[src/rtl/eeld_pkg.sv]
// Shared types and constants for the EEPROM autoload sequencer.
// Assumes 16-bit EEPROM words and a 48-bit station address.
package eeld_pkg;
    typedef enum logic [1:0] {
        ST_PROBE = 2'd0,
        ST_SCAN  = 2'd1,
        ST_CHECK = 2'd2,
        ST_DONE  = 2'd3
    } eeld_state_e;

    localparam int unsigned WORD_W   = 16;
    localparam int unsigned MAC_W    = 48;
    localparam logic [WORD_W-1:0] ALL_ONES = '1;

    // Put the low byte first, as the station address expects.
    function automatic logic [WORD_W-1:0] swap_bytes(input logic [WORD_W-1:0] w);
        return {w[7:0], w[15:8]};
    endfunction
endpackage

[src/rtl/eeld_timer.sv]
// Acknowledge watchdog: counts the cycles a request has been pending
// and flags the cycle in which the limit is reached without an ack.
// Assumes TMO_CYCLES >= 2.
module eeld_timer #(
    parameter int unsigned TMO_CYCLES = 4096
) (
    input  logic clk,
    input  logic rst_n,
    input  logic start_i,
    input  logic req_i,
    input  logic ack_i,
    output logic hit_o
);
    localparam int unsigned TMO_W = $clog2(TMO_CYCLES);
    localparam logic [TMO_W-1:0] LIMIT = TMO_W'(TMO_CYCLES - 1);

    logic [TMO_W-1:0] cnt_q;

    // Count pending cycles, restarting on every ack or idle cycle.
    always_ff @(posedge clk) begin
        if (!rst_n || start_i || !req_i || ack_i)
            cnt_q <= '0;
        else if (cnt_q != LIMIT)
            cnt_q <= cnt_q + 1'b1;
    end

    assign hit_o = req_i && !ack_i && (cnt_q == LIMIT);

    a_r7_cnt_bounded: assert property (@(posedge clk) disable iff (!rst_n)
        cnt_q <= LIMIT);
endmodule

[src/rtl/eeld_seq.sv]
// Read sequencer: probes word 0 in the narrow form, latches the width,
// then walks words 0..WORDS-1, each held until its acknowledge.
// Assumes the EEPROM master pulses ack for one cycle per request.
module eeld_seq
    import eeld_pkg::*;
#(
    parameter int unsigned WORDS  = 64,
    parameter int unsigned ADDR_W = 8
) (
    input  logic              clk,
    input  logic              rst_n,
    input  logic              start_i,
    input  logic              ack_i,
    input  logic [WORD_W-1:0] data_i,
    input  logic              tmo_hit_i,
    output logic              req_o,
    output logic [ADDR_W-1:0] addr_o,
    output logic              wide_o,
    output logic [$clog2(WORDS)-1:0] idx_o,
    output logic              scan_ack_o,
    output logic              finish_o,
    output logic              abort_o
);
    localparam int unsigned IDX_W = $clog2(WORDS);
    localparam logic [IDX_W-1:0] LAST = IDX_W'(WORDS - 1);

    eeld_state_e      state_q;
    logic [IDX_W-1:0] idx_q;
    logic             wide_q;

    // Advance through probe, scan and check; restart has priority.
    always_ff @(posedge clk) begin
        if (!rst_n || start_i) begin
            state_q <= ST_PROBE;
            idx_q   <= '0;
            wide_q  <= 1'b0;
        end else begin
            unique case (state_q)
                ST_PROBE: begin
                    if (ack_i) begin
                        wide_q  <= (data_i == ALL_ONES);
                        idx_q   <= '0;
                        state_q <= ST_SCAN;
                    end else if (tmo_hit_i) begin
                        state_q <= ST_DONE;
                    end
                end
                ST_SCAN: begin
                    if (ack_i) begin
                        if (idx_q == LAST) state_q <= ST_CHECK;
                        else               idx_q   <= idx_q + 1'b1;
                    end else if (tmo_hit_i) begin
                        state_q <= ST_DONE;
                    end
                end
                ST_CHECK: state_q <= ST_DONE;
                default:  state_q <= ST_DONE;
            endcase
        end
    end

    // Drive the read port from the current state.
    always_comb begin
        req_o  = (state_q == ST_PROBE) || (state_q == ST_SCAN);
        wide_o = (state_q == ST_SCAN) && wide_q;
        addr_o = (state_q == ST_SCAN) ? {{(ADDR_W-IDX_W){1'b0}}, idx_q} : '0;
    end

    assign idx_o      = idx_q;
    assign scan_ack_o = (state_q == ST_SCAN) && ack_i;
    assign finish_o   = (state_q == ST_CHECK);
    assign abort_o    = req_o && tmo_hit_i;

    a_r3_addr_step: assert property (@(posedge clk) disable iff (!rst_n)
        (state_q == ST_SCAN && ack_i && !start_i && idx_q != LAST)
            |=> (addr_o == $past(addr_o) + 1'b1));
    a_r3_hold_addr: assert property (@(posedge clk) disable iff (!rst_n)
        (req_o && !ack_i && !tmo_hit_i && !start_i) |=> (req_o && $stable(addr_o)));
    a_r9_restart_probe: assert property (@(posedge clk) disable iff (!rst_n)
        start_i |=> (req_o && !wide_o && addr_o == '0));
endmodule

[src/rtl/eeld_accum.sv]
// Checksum accumulator and station-address capture. Sums every scanned
// word modulo 2^16 and keeps the first MAC_W/16 words byte-swapped.
// Assumes idx_i names the word acknowledged in the same cycle.
module eeld_accum
    import eeld_pkg::*;
#(
    parameter int unsigned IDX_W = 6
) (
    input  logic              clk,
    input  logic              rst_n,
    input  logic              start_i,
    input  logic              scan_ack_i,
    input  logic [IDX_W-1:0]  idx_i,
    input  logic [WORD_W-1:0] data_i,
    output logic [WORD_W-1:0] sum_o,
    output logic [MAC_W-1:0]  shadow_o
);
    localparam int unsigned MAC_WORDS = MAC_W / WORD_W;

    logic [WORD_W-1:0] sum_q;
    logic [WORD_W-1:0] mw_q [MAC_WORDS];

    // Running modulo-2^16 sum of the scanned words.
    always_ff @(posedge clk) begin
        if (!rst_n || start_i) sum_q <= '0;
        else if (scan_ack_i)   sum_q <= sum_q + data_i;
    end

    for (genvar k = 0; k < MAC_WORDS; k++) begin : g_mac
        // Capture address word k, low byte first.
        always_ff @(posedge clk) begin
            if (!rst_n || start_i)
                mw_q[k] <= '0;
            else if (scan_ack_i && idx_i == IDX_W'(k))
                mw_q[k] <= swap_bytes(data_i);
        end
        assign shadow_o[MAC_W-1-WORD_W*k -: WORD_W] = mw_q[k];
    end

    assign sum_o = sum_q;

    a_r9_sum_cleared: assert property (@(posedge clk) disable iff (!rst_n)
        start_i |=> (sum_o == '0));
endmodule

[src/rtl/eeld_autoload.sv]
// EEPROM station-address autoload: probes the address width, scans the
// configuration words, verifies the checksum signature and publishes
// the station address only on a match.
// Assumes a word-read master with a held request and one-cycle ack.
module eeld_autoload
    import eeld_pkg::*;
#(
    parameter int unsigned WORDS      = 64,
    parameter int unsigned ADDR_W     = 8,
    parameter int unsigned TMO_CYCLES = 4096,
    parameter logic [15:0] SIGNATURE  = 16'hBABA
) (
    input  logic        clk,
    input  logic        rst_n,
    input  logic        start_i,
    output logic        ee_req_o,
    output logic [7:0]  ee_addr_o,
    output logic        ee_wide_o,
    input  logic        ee_ack_i,
    input  logic [15:0] ee_data_i,
    output logic [47:0] mac_o,
    output logic        mac_valid_o,
    output logic        csum_err_o,
    output logic        timeout_o,
    output logic        done_o
);
    localparam int unsigned IDX_W = $clog2(WORDS);

    logic              tmo_hit, scan_ack, finish, abort;
    logic [IDX_W-1:0]  idx;
    logic [WORD_W-1:0] sum;
    logic [MAC_W-1:0]  shadow;
    logic [ADDR_W-1:0] addr;

    eeld_timer #(.TMO_CYCLES(TMO_CYCLES)) u_timer (
        .clk(clk), .rst_n(rst_n), .start_i(start_i),
        .req_i(ee_req_o), .ack_i(ee_ack_i), .hit_o(tmo_hit)
    );

    eeld_seq #(.WORDS(WORDS), .ADDR_W(ADDR_W)) u_seq (
        .clk(clk), .rst_n(rst_n), .start_i(start_i),
        .ack_i(ee_ack_i), .data_i(ee_data_i), .tmo_hit_i(tmo_hit),
        .req_o(ee_req_o), .addr_o(addr), .wide_o(ee_wide_o),
        .idx_o(idx), .scan_ack_o(scan_ack), .finish_o(finish), .abort_o(abort)
    );

    eeld_accum #(.IDX_W(IDX_W)) u_accum (
        .clk(clk), .rst_n(rst_n), .start_i(start_i),
        .scan_ack_i(scan_ack), .idx_i(idx), .data_i(ee_data_i),
        .sum_o(sum), .shadow_o(shadow)
    );

    assign ee_addr_o = 8'(addr);

    // Result registers: set once at check or abort, cleared on restart.
    always_ff @(posedge clk) begin
        if (!rst_n || start_i) begin
            done_o      <= 1'b0;
            mac_valid_o <= 1'b0;
            csum_err_o  <= 1'b0;
            timeout_o   <= 1'b0;
            mac_o       <= '0;
        end else if (finish) begin
            done_o <= 1'b1;
            if (sum == SIGNATURE) begin
                mac_valid_o <= 1'b1;
                mac_o       <= shadow;
            end else begin
                csum_err_o <= 1'b1;
            end
        end else if (abort) begin
            done_o    <= 1'b1;
            timeout_o <= 1'b1;
        end
    end

    a_r4_valid_clean: assert property (@(posedge clk) disable iff (!rst_n)
        mac_valid_o |-> (done_o && !csum_err_o && !timeout_o));
    a_r6_err_zero_mac: assert property (@(posedge clk) disable iff (!rst_n)
        csum_err_o |-> (mac_o == '0 && !mac_valid_o));
    a_r7_timeout_result: assert property (@(posedge clk) disable iff (!rst_n)
        timeout_o |-> (done_o && !mac_valid_o && !csum_err_o && mac_o == '0));
    a_r8_done_holds: assert property (@(posedge clk) disable iff (!rst_n)
        (done_o && !start_i) |=> done_o);
    a_r8_no_req_done: assert property (@(posedge clk) disable iff (!rst_n)
        done_o |-> !ee_req_o);
    a_r9_clear: assert property (@(posedge clk) disable iff (!rst_n)
        start_i |=> (!done_o && !mac_valid_o && !csum_err_o && !timeout_o));
    a_r10_mac_gated: assert property (@(posedge clk) disable iff (!rst_n)
        !mac_valid_o |-> (mac_o == '0));
endmodule

[config.mk]
export PLATFORM = sky130hd
export DESIGN_NAME = eeld_autoload
export DESIGN_NICKNAME = d
export VERILOG_FILES = /design/src/rtl/eeld_pkg.sv /design/src/rtl/eeld_timer.sv /design/src/rtl/eeld_seq.sv /design/src/rtl/eeld_accum.sv /design/src/rtl/eeld_autoload.sv
export SDC_FILE = /design/constraint.sdc
export NUM_CORES = 1
export LEC_CHECK = 0
export ABC_CLOCK_PERIOD_IN_PS = 2700
export BUFFER_PORTS_ARGS = -buffer_cell sky130_fd_sc_hd__buf_2
export CAP_MARGIN = 20
export CORE_MARGIN = 1.5
export CORE_UTILIZATION = 35
export CTS_BUF_LIST = sky130_fd_sc_hd__clkbuf_4
export CTS_CLUSTER_DIAMETER = 60
export DETAILED_ROUTE_END_ITERATION = 6
export MAX_ROUTING_LAYER = met4
export PLACE_DENSITY = 0.65
export SETUP_SLACK_MARGIN = 0.05
export SYNTH_ARGS = -nofsm -noshare
export SYNTH_HDL_FRONTEND = slang
export SYNTH_SLANG_ARGS = --single-unit
[constraint.sdc]
create_clock -name clk -period 2.7 [get_ports clk]
set_input_delay 0.135 -clock clk [delete_from_list [all_inputs] [get_ports clk]]
set_output_delay 0.135 -clock clk [all_outputs]
set_load 0.01 [all_outputs]
## After elaboration in Yosys (flattened, before gate mapping)

Memory sizes are Yosys's and may differ from the RTL's. A register that Yosys moved wholly into a read port is not among the register bits.
Cells that the tools add are included.

| word-level totals | value |
|---|---|
| output and inout bits | 62 |
| flip-flop bits (word level) | 41 |
| input port bits | 20 |
| memories kept | 1 |
| memory bits (writable) | 48 |

Memory list:

| name | words | width | read ports | clocked after memory_dff | write ports | line | text |
|---|---|---|---|---|---|---|---|
| u_accum.mw_q | 3 | 16 | 3 | 3 | 3 | eeld_accum.sv:21 | `logic [WORD_W-1:0] mw_q [MAC_WORDS];` |

| operators by class | value |
|---|---|
| eq/ne operators | 13 |
| reductions and logical operators | 24 |
| bitwise logic cells | 5 |
| multiplexer cells | 26 |
| add/subtract/negate cells | 3 |

Operators by type and width:

| kind | count |
|---|---|
| 16-bit 2-to-1 mux | 3 |
| 16-bit equality test, second input constant | 2 |
| 6-bit 2-to-1 mux | 4 |
| 16-bit adder | 1 |
| 1-bit 2-to-1 mux | 13 |
| 12-bit by 1-bit adder with 12-bit output, second input constant | 1 |
| 12-bit equality test, second input constant | 1 |
| 12-bit inequality test, second input constant | 1 |
| 6-bit one-hot mux with 2 select lines | 1 |
| 1-bit logical AND | 8 |
| 2-bit 2-to-1 mux | 4 |
| 2-bit AND reduction | 4 |
| 6-bit by 1-bit adder with 6-bit output, second input constant | 1 |
| 6-bit by 1-bit equality test with 1-bit output, second input constant | 1 |
| 6-bit by 2-bit equality test with 1-bit output, second input constant | 1 |
| 6-bit equality test, second input constant | 1 |
| 6-bit logical NOT | 1 |
| 2-bit inequality test, second input constant | 3 |
| 1-bit logical OR | 4 |
| 2-bit one-hot mux with 2 select lines | 1 |
| 4-bit AND reduction | 1 |
| 2-bit nonzero test | 2 |
| 1-bit logical NOT | 3 |
| 3-bit by 2-bit inequality test with 1-bit output, second input constant | 1 |
| other kinds (5) | 8 |

## Depth between registers and ports, before layout

| logic depth | value |
|---|---|
| depth in word-level cells | 7 |
| mapped depth | 9 |

## By module

From an unflattened synthesis, not the netlist that was laid out.

| second synthesis, totals | value |
|---|---|
| cells, all modules | 651 |
| area total of the unflattened synthesis | 6,426.2 um2 |

Modules (own cells, without submodules):

| module | cells each | times used | seq. area each (um2) | area each (um2) |
|---|---|---|---|---|
| eeld_accum | 268 | 1 | 1,761.7 | 3,196.8 |
| eeld_autoload | 239 | 1 | 1,041.0 | 2,005.7 |
| eeld_seq | 78 | 1 | 180.2 | 621.8 |
| eeld_timer | 66 | 1 | 240.2 | 601.8 |

## Worst setup path before layout

No wires, ideal clock.

| timing | value |
|---|---|
| path kind | register to register |
| start | reg u_accum.sum_q[0], in the netlist u_accum.sum_o[0] |
| end | reg u_accum.sum_q[8], in the netlist u_accum.sum_o[8] |
| arrival | 1.824 ns |
| setup time | 0.132 ns |
| clock period less this slack | 1.956 ns |
| path slack | 0.744 ns |
| path buffers | 0 |
| cell stages (with the launch flop) | 10 |
| cells stage by stage | dfxtp_1 -> ha_1 -> inv_1 -> fa_1 -> nor2b_1 -> o31a_1 -> o2111ai_1 -> and3_1 -> o21ai_0 -> a21oi_1 |

| between the ends | value |
|---|---|
| word-level cells in the longest chain between the ends | 1 |

RTL lines:

| what | line | text |
|---|---|---|
| start, declared | eeld_accum.sv:20 | `logic [WORD_W-1:0] sum_q;` |
| start signal, assigned | eeld_accum.sv:26 | `else if (scan_ack_i) sum_q <= sum_q + data_i;` |
| 16-bit adder | eeld_accum.sv:26 |  |

Every way passes these cells.
A chain may end at the register's enable or synchronous reset.

## Worst setup path in the final report

Ends and elaborated chain as after synthesis.

==> flow_summary_export.csv <==
group,metric,value,unit
sta,fin_crit_sh,0.8107,
floorplanning,coreArea,17180,sq um
route,ant_nets,0,
clock_tree,cts_max_level,4,
power_and_ir_drop,p_clk_frac,0.360,
global_route,grt_max_degree,50,
final_layout,drive_gt1_frac,0.1795,
sta,fin_ws,0.5112,ns
route,drc,0,
place,postPlaceCellArea,6720,sq um
clock_tree,clockBufferDepth,2,
logic_synthesis,synth_fa_ha_area_frac,0.04433,
logic_synthesis,netlist_area,6096,sq um
route,vias,4559,
power_and_ir_drop,leakage,2.838,nW
logic_synthesis,synth_cells,594,
final_layout,nNetsFinal,730,
power_and_ir_drop,ir_drop,267.4,uV
power_and_ir_drop,power.switching,989.4,uW
sta,setup_viol_count_final,0,
route,totalWireLength,14.00,mm
critical_path,rr_startpoint,"u_accum.sum_o[0]$_SDFFE_PP0P_",
clock_tree,clk_latency,0.56,ns
final_layout,layoutNonFillerInstCount,927,
final_layout,diodes,0,
power_and_ir_drop,internal_power,2.727,mW
clock_tree,root_buffer,"clkbuf_4",
critical_path,worst_setup_path_end_kind,"register",
place,port_buffers,79,
route,wl_per_cell,15.10,um
floorplanning,die_w,135.0,um
global_route,antenna_found_initial,0,
logic_synthesis,yosysSeqAreaShare,0.5287,
power_and_ir_drop,pwr-share-comb,0.053,
logic_synthesis,yosysTopAreaCellShare,0.2923,
sta,worst_slew_pin_slew,0.6558,ns
logic_synthesis,synth_edf_count,48,
logic_synthesis,ys_ff_latch,137,
logic_synthesis,synth-simple-area-share,0.2085,
logic_synthesis,synthXorXnorAreaFrac,0.02299,
logic_synthesis,synth_compound_area_frac,0.08559,
logic_synthesis,synth.distinct_cells,57,
worst_hold_path,min_path_type,"in -> reg",
route,firstDrtPassIters,4,
global_route,grt_overflow,0,
clock_tree,cts_tree,"built",
global_route,first_global_vias,4396,
sta,finalClockSkew,0.02214,ns
clock_tree,cts_buffers,17,
sta,slew_headroom,0.5582,
logic_synthesis,ys_async_sr_fraction,0,
sta,min_period,2.189,ns
power_and_ir_drop,seqPwrFrac,0.587,
critical_path,endpoint,"u_accum.sum_o[8]$_SDFFE_PP0P_",
place,pre_cts_ws,0.5564,ns
sta,hold_violations,0,
sta,tns,0,ns
critical_path,reg2reg_slack,0.51,ns
clock_tree,clkTransAtPathRegs,0.14,ns
place,dpl.hpwl,9.666,mm
clock_tree,cts_sinks,137,
global_route,grt_use_total,0.1647,
route,avgViaCountPerCell,4.918,
floorplanning,boundaryPins,82,
logic_synthesis,synth_warnings,0,
floorplanning,std_cell_rows,48,
place,place_inst,878,
flow_run,drv_cap,0,
final_layout,syn2layout_area_growth,17.65,%
sta,fmax,456.9,MHz
critical_path,reg2reg_to,"u_accum.sum_o[8]$_SDFFE_PP0P_",
route,first_iter_violations,275,
power_and_ir_drop,p_per_area,518.2,nW/um^2
logic_synthesis,synth.area.top_cells,"dfxtp_1 29%, edfxtp_1 24%, mux2i_1 8.0%",
global_route,grt_pass1_wl,22.35,mm
floorplanning,dieHeight,135.0,um
place,gp_congestion,0.8563,
logic_synthesis,synth_area_leader_cell,"dfxtp_1",
sta,rsz0062_at_grt,"false",
logic_synthesis,synth_mux_area_frac,0.08046,
critical_path,critical_path_class,"reg -> reg",
critical_path,worst-path-max-fanout,4,
floorplanning,start_util,0.3549,
logic_synthesis,synth_top_family_by_area,"simple AND/OR/NAND/NOR gates",
outcome,status,"completed",
power_and_ir_drop,p_sw_frac,0.2662,
critical_path,cp-startpoint,"u_accum.sum_o[0]$_SDFFE_PP0P_",
critical_path,crit_arrival,2.63,ns
critical_path,crit_required,3.14,ns
logic_synthesis,synth_area_per_cell,10.26,sq um
sta,slew_violations,0,
final_layout,fin_area,7172,sq um
floorplanning,die-area,18220,sq um
logic_synthesis,synth_ff_type,"dfxtp_1",
critical_path,ff2ff_path_depth,9,
critical_path,worstSetupStartpointType,"register",
-- flip-flops by register name, summed over array words and instances, names as in the netlist --
name / cells
csum_err_o: 1
mac_valid_o: 1
u_accum.sum_o: 16
mac_o: 48
u_seq.wide_q: 1
u_accum.mw_q: 48
u_seq.idx_o: 6
u_timer.cnt_q: 12
done_o: 1
u_seq.state_q: 2
timeout_o: 1
-- kinds of logic (layout without fill, tap and decap cells) --
kind of cell             Yosys count  count (layout)
AND/OR/NAND/NOR                  250             250
flip-flops                       137             137
AO/OA/AOI/OAI                     81              81
multiplexers                      49              49
buffers and inverters             39             146
adder cells (fa/ha/maj)           21              21
XOR/XNOR                          16              16
other                              1               2
-- power groups by stage --
stage	combinational, mW	clock [mW]	sequential, mW
floorplan	0.107	0	2.22
global placement	0.178	0	2.23
detailed placement	0.178	0	2.23
CTS	0.197	1.39	2.18
global route	0.216	1.47	2.19
finish	0.197	1.34	2.18
-- stage by stage --
step	hold slack, ns	power [mW]	util
finish	0.1435	3.717	0.4175
global route	0.1241	3.879	0.4175
CTS	0.09926	3.767	0.4175
detailed placement	0.4590	2.408	0.3912
global placement	0.4458	2.407	0.3912
floorplan	0.3332	2.330	-
-- worst max-delay path, cell delays in order (launching register included) --
cell and delay [ns]:
dfxtp_1 0.39, ha_1 0.21, inv_1 0.06, fa_1 0.37
nor2b_1 0.20, o31a_1 0.23, o2111ai_1 0.18, and3_1 0.21
o21ai_0 0.15, a21oi_1 0.08
-- cells in the final DEF (no fill, tap or decap), types with 9 or more instances in the layout --
master / n
and2_1: 49
xnor2_1: 11
edfxtp_1: 48
and3_1: 13
nand4_1: 13
ha_1: 20
nand3_1: 16
nand2_1: 38
nor2_1: 79
mux2i_1: 49
nor3_1: 14
inv_1: 9
a21oi_1: 32
buf_2: 79
dfxtp_1: 89
o21ai_0: 16
dlygate4sd3_1: 17
clkbuf_4: 17
-- worst min path at each step --
stage	endpoint	slack (ns)	depth (start not counted)	from
global route	u_seq.state_q[1]$_SDFFE_PP0P_	0.12	3	rst_n
CTS	timeout_o$_SDFFE_PP0P_	0.1	3	rst_n
floorplan	u_accum.mw_q[0][0]$_SDFFCE_PN0P_	0.33	1	ee_data_i[8]
global placement	mac_valid_o$_SDFFE_PP0P_	0.45	2	mac_valid_o$_SDFFE_PP0P_
finish	done_o$_SDFFE_PP0P_	0.14	3	rst_n
detailed placement	timeout_o$_SDFFE_PP0P_	0.46	2	timeout_o$_SDFFE_PP0P_
-- final cells by class --
| type | instances | area, sq um |
|---|---|---|
| Clock inverter | 15 | 153.9 |
| Clock buffer | 17 | 127.6 |
| Multi-Input combinational cell | 419 | 2710 |
| Fill cell | 1681 | 10000 |
| Sequential cell | 137 | 3223 |
| Inverter | 10 | 37.54 |
| Tap cell | 225 | 281.5 |
| Timing Repair Buffer | 104 | 638.1 |
-- cells in the mapped netlist (3+ instances only) --
cell type	count
clkbuf_1	13
a211oi_1	4
nor3_1	14
nor4_1	3
dfxtp_1	89
ha_1	20
a21o_1	6
xnor2_1	11
and3_1	13
nand3_1	16
o21ai_0	16
buf_2	5
clkbuf_2	3
buf_4	3
edfxtp_1	48
nand2_1	38
nor2_1	79
and2_1	49
a21oi_1	32
or3_1	5
inv_1	9
nand4_1	13
mux2i_1	49
nor2b_1	4
buf_1	4
o21a_1	6
xor2_1	5
-- per-layer routing --
| layer | GRT usage | vias up | routed length, um |
|---|---|---|---|
| met4 | 0.05854 | 0 | 174 |
| met2 | 0.2755 | 88 | 6735 |
| met3 | 0.04317 | 15 | 575 |
| met1 | 0.1912 | 2151 | 6516 |
| li1 | - | 2305 | - |
| met5 | - | - | 0 |
-- what timing repair did --
action,CTS,global route
endpoints found under the hold margin,52,0
hold buffers,17,0
buffers inserted,0,0
resized for setup,0,0
No activity file was read; power rests on OpenSTA's default activity.
